===== src/rtl/irqc_pkg.sv =====
package irqc_pkg;
  localparam int ADDR_W = 3;
  localparam int TMO_LSB = 16;

  typedef enum logic [ADDR_W-1:0] {
    A_STAT = 3'd0,
    A_ENAB = 3'd1,
    A_DONE = 3'd2,
    A_COAL = 3'd3,
    A_CTRL = 3'd4
  } reg_addr_e;
endpackage


===== src/rtl/cmd_track.sv =====
module cmd_track #(
  parameter int N = 32
) (
  input  logic         clk,
  input  logic         rst,
  input  logic         accept,
  input  logic [N-1:0] cmd_issue,
  input  logic [N-1:0] cmd_done,
  input  logic [N-1:0] clr_mask,
  output logic [N-1:0] done_q,
  output logic         active_any
);
  logic [N-1:0] active_q;

  always_ff @(posedge clk) begin
    if (rst) begin
      active_q <= '0;
      done_q   <= '0;
    end else begin
      active_q <= (active_q | (accept ? cmd_issue : '0)) & ~cmd_done;
      done_q   <= (done_q & ~clr_mask) | cmd_done;
    end
  end

  assign active_any = |active_q;

  // completion must be recorded even when cleared in the same cycle
  p_done_wins_r5: assert property (@(posedge clk) disable iff (rst)
    (cmd_done != '0) |=> ((done_q & $past(cmd_done)) == $past(cmd_done)));

  // issue outside the accepting window adds no outstanding tag
  p_issue_gate_r10: assert property (@(posedge clk) disable iff (rst)
    (!accept && active_q == '0) |=> (active_q == '0));
endmodule


===== src/rtl/coalesce_eng.sv =====
module coalesce_eng #(
  parameter int N     = 32,
  parameter int CNT_W = 6,
  parameter int TMR_W = 16
) (
  input  logic             clk,
  input  logic             rst,
  input  logic [N-1:0]     done_vec,
  input  logic [CNT_W-1:0] thr,
  input  logic [TMR_W-1:0] tmo,
  output logic             cc_q
);
  logic [CNT_W-1:0] pend;
  logic [TMR_W-1:0] age_q;
  logic             busy;

  assign pend = CNT_W'($countones(done_vec));
  assign busy = |done_vec;

  always_ff @(posedge clk) begin
    if (rst) begin
      age_q <= '0;
      cc_q  <= 1'b0;
    end else begin
      if (!busy)
        age_q <= '0;
      else if (age_q != '1)
        age_q <= age_q + 1'b1;
      cc_q <= busy && ((pend >= thr) || (age_q >= tmo));
    end
  end

  // an empty completed word never leaves command complete raised
  p_empty_no_cc_r8: assert property (@(posedge clk) disable iff (rst)
    !busy |=> !cc_q);

  // age timer is zero after any empty cycle
  p_age_restart_r7: assert property (@(posedge clk) disable iff (rst)
    !busy |=> (age_q == '0));
endmodule


===== src/rtl/event_stat.sv =====
module event_stat #(
  parameter int NUM_EV = 8
) (
  input  logic              clk,
  input  logic              rst,
  input  logic [NUM_EV-1:0] ev_in,
  input  logic [NUM_EV-1:0] clr,
  output logic [NUM_EV-1:0] stat_q
);
  for (genvar i = 0; i < NUM_EV; i++) begin : g_bit
    always_ff @(posedge clk) begin
      if (rst)
        stat_q[i] <= 1'b0;
      else if (ev_in[i])
        stat_q[i] <= 1'b1;
      else if (clr[i])
        stat_q[i] <= 1'b0;
    end

    p_set_wins_r3: assert property (@(posedge clk) disable iff (rst)
      ev_in[i] |=> stat_q[i]);

    p_hold_r2: assert property (@(posedge clk) disable iff (rst)
      (stat_q[i] && !clr[i]) |=> stat_q[i]);
  end
endmodule


===== src/rtl/link_state.sv =====
module link_state (
  input  logic clk,
  input  logic rst,
  input  logic ctl_we,
  input  logic ctl_on,
  input  logic active_any,
  output logic online_q,
  output logic going_q,
  output logic phy_rst_q,
  output logic accept
);
  logic online_d, going_d;

  always_comb begin
    online_d = online_q;
    going_d  = going_q;
    if (going_q) begin
      if (!active_any) begin
        online_d = 1'b0;
        going_d  = 1'b0;
      end
    end else if (ctl_we) begin
      if (ctl_on && !online_q)
        online_d = 1'b1;
      else if (!ctl_on && online_q)
        going_d = 1'b1;
    end
  end

  always_ff @(posedge clk) begin
    if (rst) begin
      online_q  <= 1'b0;
      going_q   <= 1'b0;
      phy_rst_q <= 1'b1;
    end else begin
      online_q  <= online_d;
      going_q   <= going_d;
      phy_rst_q <= !online_d;
    end
  end

  assign accept = online_q && !going_q;

  p_going_online_r9: assert property (@(posedge clk) disable iff (rst)
    going_q |-> online_q);

  p_drain_r9: assert property (@(posedge clk) disable iff (rst)
    $fell(online_q) |-> $past(going_q && !active_any));

  p_phy_r9: assert property (@(posedge clk) disable iff (rst)
    phy_rst_q |-> !going_q);
endmodule


===== src/rtl/irq_coalesce_ctrl.sv =====
module irq_coalesce_ctrl
  import irqc_pkg::*;
#(
  parameter int N      = 32,
  parameter int NUM_EV = 8,
  parameter int DW     = 32,
  parameter int TMR_W  = 16
) (
  input  logic              clk,
  input  logic              rst,
  input  logic              wr_en,
  input  logic [ADDR_W-1:0] wr_addr,
  input  logic [DW-1:0]     wr_data,
  input  logic [ADDR_W-1:0] rd_addr,
  output logic [DW-1:0]     rd_data,
  input  logic [NUM_EV-1:0] ev_in,
  input  logic [N-1:0]      cmd_issue,
  input  logic [N-1:0]      cmd_done,
  output logic              irq_o,
  output logic              phy_rst_o
);
  localparam int CNT_W = $clog2(N + 1);
  localparam int SRC_W = NUM_EV + 1;

  logic [NUM_EV-1:0] ev_q, ev_clr;
  logic [N-1:0]      done_q, done_clr;
  logic [SRC_W-1:0]  en_q, src;
  logic [CNT_W-1:0]  thr_q;
  logic [TMR_W-1:0]  tmo_q;
  logic              cc_q, active_any, online_q, going_q, accept, ctl_we;
  logic              irq_q;
  logic [DW-1:0]     rd_q, rd_d;

  assign ev_clr   = (wr_en && wr_addr == A_STAT) ? wr_data[NUM_EV:1] : '0;
  assign done_clr = (wr_en && wr_addr == A_DONE) ? wr_data[N-1:0] : '0;
  assign ctl_we   = wr_en && wr_addr == A_CTRL;
  assign src      = {ev_q, cc_q};

  event_stat #(.NUM_EV(NUM_EV)) i_ev (
    .clk(clk), .rst(rst), .ev_in(ev_in), .clr(ev_clr), .stat_q(ev_q));

  cmd_track #(.N(N)) i_trk (
    .clk(clk), .rst(rst), .accept(accept), .cmd_issue(cmd_issue),
    .cmd_done(cmd_done), .clr_mask(done_clr), .done_q(done_q),
    .active_any(active_any));

  coalesce_eng #(.N(N), .CNT_W(CNT_W), .TMR_W(TMR_W)) i_coal (
    .clk(clk), .rst(rst), .done_vec(done_q), .thr(thr_q), .tmo(tmo_q),
    .cc_q(cc_q));

  link_state i_link (
    .clk(clk), .rst(rst), .ctl_we(ctl_we), .ctl_on(wr_data[0]),
    .active_any(active_any), .online_q(online_q), .going_q(going_q),
    .phy_rst_q(phy_rst_o), .accept(accept));

  always_ff @(posedge clk) begin
    if (rst) begin
      en_q  <= '0;
      thr_q <= CNT_W'(1);
      tmo_q <= '1;
    end else if (wr_en) begin
      if (wr_addr == A_ENAB)
        en_q <= wr_data[SRC_W-1:0];
      if (wr_addr == A_COAL) begin
        thr_q <= wr_data[CNT_W-1:0];
        tmo_q <= wr_data[TMO_LSB +: TMR_W];
      end
    end
  end

  always_comb begin
    rd_d = '0;
    case (rd_addr)
      A_STAT: begin
        rd_d[SRC_W-1:0] = src;
        rd_d[DW-1]      = online_q;
        rd_d[DW-2]      = going_q;
      end
      A_ENAB: rd_d[SRC_W-1:0] = en_q;
      A_DONE: rd_d[N-1:0] = done_q;
      A_COAL: begin
        rd_d[CNT_W-1:0]         = thr_q;
        rd_d[TMO_LSB +: TMR_W]  = tmo_q;
      end
      A_CTRL: rd_d[0] = online_q;
      default: rd_d = '0;
    endcase
  end

  always_ff @(posedge clk) begin
    if (rst) begin
      irq_q <= 1'b0;
      rd_q  <= '0;
    end else begin
      irq_q <= |(src & en_q);
      rd_q  <= rd_d;
    end
  end

  assign irq_o   = irq_q;
  assign rd_data = rd_q;

  p_irq_quiet_r4: assert property (@(posedge clk) disable iff (rst)
    ((src & en_q) == '0) |=> !irq_o);

  p_irq_hold_r4: assert property (@(posedge clk) disable iff (rst)
    ((src & en_q) != '0) |=> irq_o);
endmodule


===== config.mk =====
export PLATFORM = sky130hd
export DESIGN_NAME = irq_coalesce_ctrl
export DESIGN_NICKNAME = d
export VERILOG_FILES = /design/src/rtl/irqc_pkg.sv /design/src/rtl/cmd_track.sv /design/src/rtl/coalesce_eng.sv /design/src/rtl/event_stat.sv /design/src/rtl/link_state.sv /design/src/rtl/irq_coalesce_ctrl.sv
export SDC_FILE = /design/constraint.sdc
export NUM_CORES = 1
export LEC_CHECK = 0
export BUFFER_PORTS_ARGS = -buffer_cell sky130_fd_sc_hd__buf_2
export CORE_MARGIN = 2
export CORE_UTILIZATION = 25
export DETAILED_ROUTE_END_ITERATION = 7
export GPL_TIMING_DRIVEN = 0
export REMOVE_ABC_BUFFERS = 1
export SETUP_SLACK_MARGIN = 0.4
export SKIP_CTS_REPAIR_TIMING = 1
export SYNTH_ARGS = -nofsm -noshare
export SYNTH_HDL_FRONTEND = slang
export SYNTH_HIERARCHICAL = 1
export SYNTH_SLANG_ARGS = --single-unit

===== constraint.sdc =====
create_clock -name clk -period 6.7 [get_ports clk]
set_input_delay 0.335 -clock clk [delete_from_list [all_inputs] [get_ports clk]]
set_output_delay 0.335 -clock clk [all_outputs]
set_load 0.02 [all_outputs]

==> summary.md <==
| Metric | Value |
|---|---|
| Outcome | `finished, violations left` |
| Failing checks | `setup timing` |
| Worst-path cell chain | `inv_2 > fa_1 > fa_1 > fa_1 > inv_2 > ha_4 > inv_2 > fa_1 > fa_2 > fa_2 > fa_2 > fa_1 > inv_1 > ha_1 > a21o_1 > a21oi_2 > o21bai_1 > a21oi_1 > xnor2_1 > ha_1 > a211o_1 > a221oi_2 > a31oi_1` |
| Worst EP required | `between 6 and 7 ns` |
| Antenna-violating nets left | `0` |
| Leak | `roughly 4.3 nW` |
| Power Total | `roughly 3.4 mW` |
| Most common flop cell mapped by yosys | `dfxtp_1` |
| Final WL | `about 22000 um` |
| Power Density | `356 nW/um^2` |
| Critical Path AT | `7.07 ns` |
| Yosys warnings | `6` |
| Period minus WS final | `~6.8 ns` |
| Hpwl dp | `~17000 um` |
| Standard-cell row count | `64` |
| Pint | `between 2 and 2.5 mW` |
| DR pass1 iterations | `5` |
| Fillers | `~3200` |
| Die area | `32700 um^2` |
| Global-route wire length before repair | `between 30000 and 40000 um` |
| Sw frac | `between 30 and 40%` |
| Hold Path Class | `in2reg` |
| CP max stage delay | `roughly 0.57 ns` |
| Sequential share of power | `29.3%` |
| Clk root buf | `clkbuf_16` |
| Post-DP Area | `8930 um^2` |
| Post-synth EDFFs | `0` |
| Crit Path Max Fanout | `4` |
| First DRT Iteration DRCs | `between 300 and 400` |
| Startpoint Class | `flop` |
| Drt wl/cell | `~15 um` |
| Area growth syn-to-layout | `23.1%` |
| Antenna cells | `0` |
| Starting Density | `25.5%` |
| Clock skew | `between 0.009 and 0.01 ns` |
| DRC | `0` |
| Slew @ Worst Pin | `1.35 ns` |
| Slew Viols, Final | `0` |
| CTS tree | `built` |
| Gr ovfl total | `0` |
| Vert. Die Dim | `between 150 and 200 um` |
| FF+latch area | `about 3100 um^2` |
| Hold_ws | `between 0.07 and 0.08 ns` |
| Pre-CTS WS | `-0.419 ns` |
| Total CTS buffers | `17` |
| Worst-skew pair later-pin latency | `approximately 0.43 ns` |
| Number of synthesized register bits | `roughly 160` |
| Share of synthesized flip-flops with an asynchronous set or reset | `0%` |
| Fmax | `147 MHz` |
| Hold Vio Cnt, Final | `0` |
| Peak supply drop | `~0.31 mV` |
| Post-Syn Instances | `around 870` |
| Crit-path most repeated cell | `fa_1` |
| CTS H-tree lvls | `4` |
| # clock sinks | `around 160` |
| Avg Inst Size Synth | `between 8 and 9 um^2` |
| Rel. slew slack | `under 10%` |
| GRT Util Overall | `a little over an eighth` |
| Vias after detailed routing | `approximately 6300` |
| Design area | `between 9000 and 10000 um^2` |
| Unrepaired setup endpoints after global routing | `yes` |
| Clock buffer depth | `2` |
| Crit end category | `flop` |
| Register area share after synthesis | `40.0%` |
| Layout cells sized above 1 | `a little under a quarter` |
| Final estimated routing congestion in global placement | `0.822` |
| P_sw | `approximately 1.2 mW` |
| IO Pins | `between 100 and 150` |
| WS Path Type | `reg2reg` |
| Slowest CP cell | `fa_1` |
| I/O Buffers | `between 100 and 150` |
| Logic pwr share | `a little over two fifths` |
| Largest net degree at the start of global routing | `between 70 and 80` |
| Nets | `roughly 1200` |
| Via density | `between 4 and 5` |
| PnR worst setup slack | `-0.0920 ns` |
| Area of the multi-input gates | `4140 um^2` |
| Yosys cell types | `between 60 and 70` |
| Antenna violations before repair | `0` |
| Core ar. | `about 30000 um^2` |
| Final setup viols | `1` |
| Synthesized cell area | `between 7000 and 8000 um^2` |
| Clock transition at path regs | `~0.060 ns` |
| Period Utilization, post-route | `101%` |
| Vias in the first global route | `between 6000 and 7000` |
| Clock share of power | `28.2%` |
| Maxcap violations | `0` |
| Die boundary width | `~180 um` |
## power by group through the flow
stage	Combinational, mW	Sequential [mW]	Clock [mW]
after floorplan	1.03	1.02	0
after global placement	1.31	1.03	0
after detailed placement	1.35	1.03	0
after CTS	1.36	1.01	0.992
after global routing	1.71	1.01	1.03
final	1.46	1.00	0.965
## state kept, by name, summed over array words and instances, names as in the netlist, named ones only
register and cells:
i_trk/active_q 32, i_coal/cc_q 1, irq_o 1, i_trk/done_q 32, i_ev/stat_q 8, i_coal/age_q 16, thr_q 6, rd_data 32
i_link/phy_rst_q 1, i_link/going_q 1, en_q 9, tmo_q 16
## cells in the mapped netlist (all sizes together), types with 13 or more instances
master,n,area [um^2]
dfxtp,156,3120
inv,114,428
a21oi,103,546
nand2,77,289
nor2,59,226
and2,50,313
ha,46,576
nor3,34,175
buf,23,140
fa,23,460
nand3b,17,128
mux2i,16,160
a22o,15,131
nor4,14,113
xnor2,13,114
## logic make-up after synthesis
| kind of cell | share of synthesized area (%) |
|---|---|
| AND/OR/NAND/NOR | 21.9 |
| multiplexers | 2.63 |
| buffers and inverters | 7.82 |
| XOR/XNOR | 1.68 |
| flip-flops | 40.0 |
| AO/OA/AOI/OAI | 12.7 |
| adder cells (fa/ha/maj) | 13.3 |
## worst max-delay path, delay by kind of cell, from the launching register on
family / cells / cell delay, ns
fa+ha+maj: 11 / 4.78
buf+inv: 4 / 0.18
compound gates: 7 / 1.14
xor+xnor: 1 / 0.18
flops: 1 / 0.36
## worst paths after layout
| path | from | end | cells after the start | slack [ns] |
|---|---|---|---|---|
| setup / recovery | i_trk/done_q[3] | i_coal/cc_q | 23 | -0.09 |
| hold / removal | cmd_done[13] | i_trk/active_q[13] | 2 | 0.08 |
| setup reg to reg | i_trk/done_q[3] | i_coal/cc_q | 23 | -0.09 |
| hold reg to reg | en_q[1] | en_q[1] | 2 | 0.47 |
## per-layer routing
metal	GRT usage (%)	share of wire [%]	vias up
met4	5.19	2.3	0
met3	2.48	3.3	24
li1	-	-	3183
met5	0	0	-
met2	23.5	49	125
met1	16.7	45	2969
## cell usage in the layout, fill, tap and decap left out, drive strengths merged, types with 4 or more instances in the layout
master  count
dfxtp     156
buf       153
inv       115
a21oi     103
nand2      77
nor2       59
and2       50
ha         46
nor3       34
clkbuf     28
fa         23
nand3b     17
mux2i      16
a22o       15
nor4       14
xnor2      13
nand2b     10
or2        10
nand4       9
a21o        8
nand3       6
o22a        5
a211oi      5
a31oi       4
o21ai       4
## per-stage QoR
step           cells  TNS (ns)  utilization, %
6_report        1416   -0.0920            31.3
5_1_grt         1416    -0.367            31.3
4_1_cts         1412    -0.437            31.0
3_5_place_dp    1380    -0.419            29.1
3_3_place_gp    1377    -0.380            28.9
2_1_floorplan    835         0               -
## layout make-up
type	instances	area share, %
Clock buffer	28	5.27
Clock inverter	4	0.807
Inverter	114	4.45
Multi-Input combinational cell	565	43.1
Sequential cell	156	32.6
Tap cell	396	5.16
Timing Repair Buffer	153	8.67
Power figures use the tool's default switching activity.
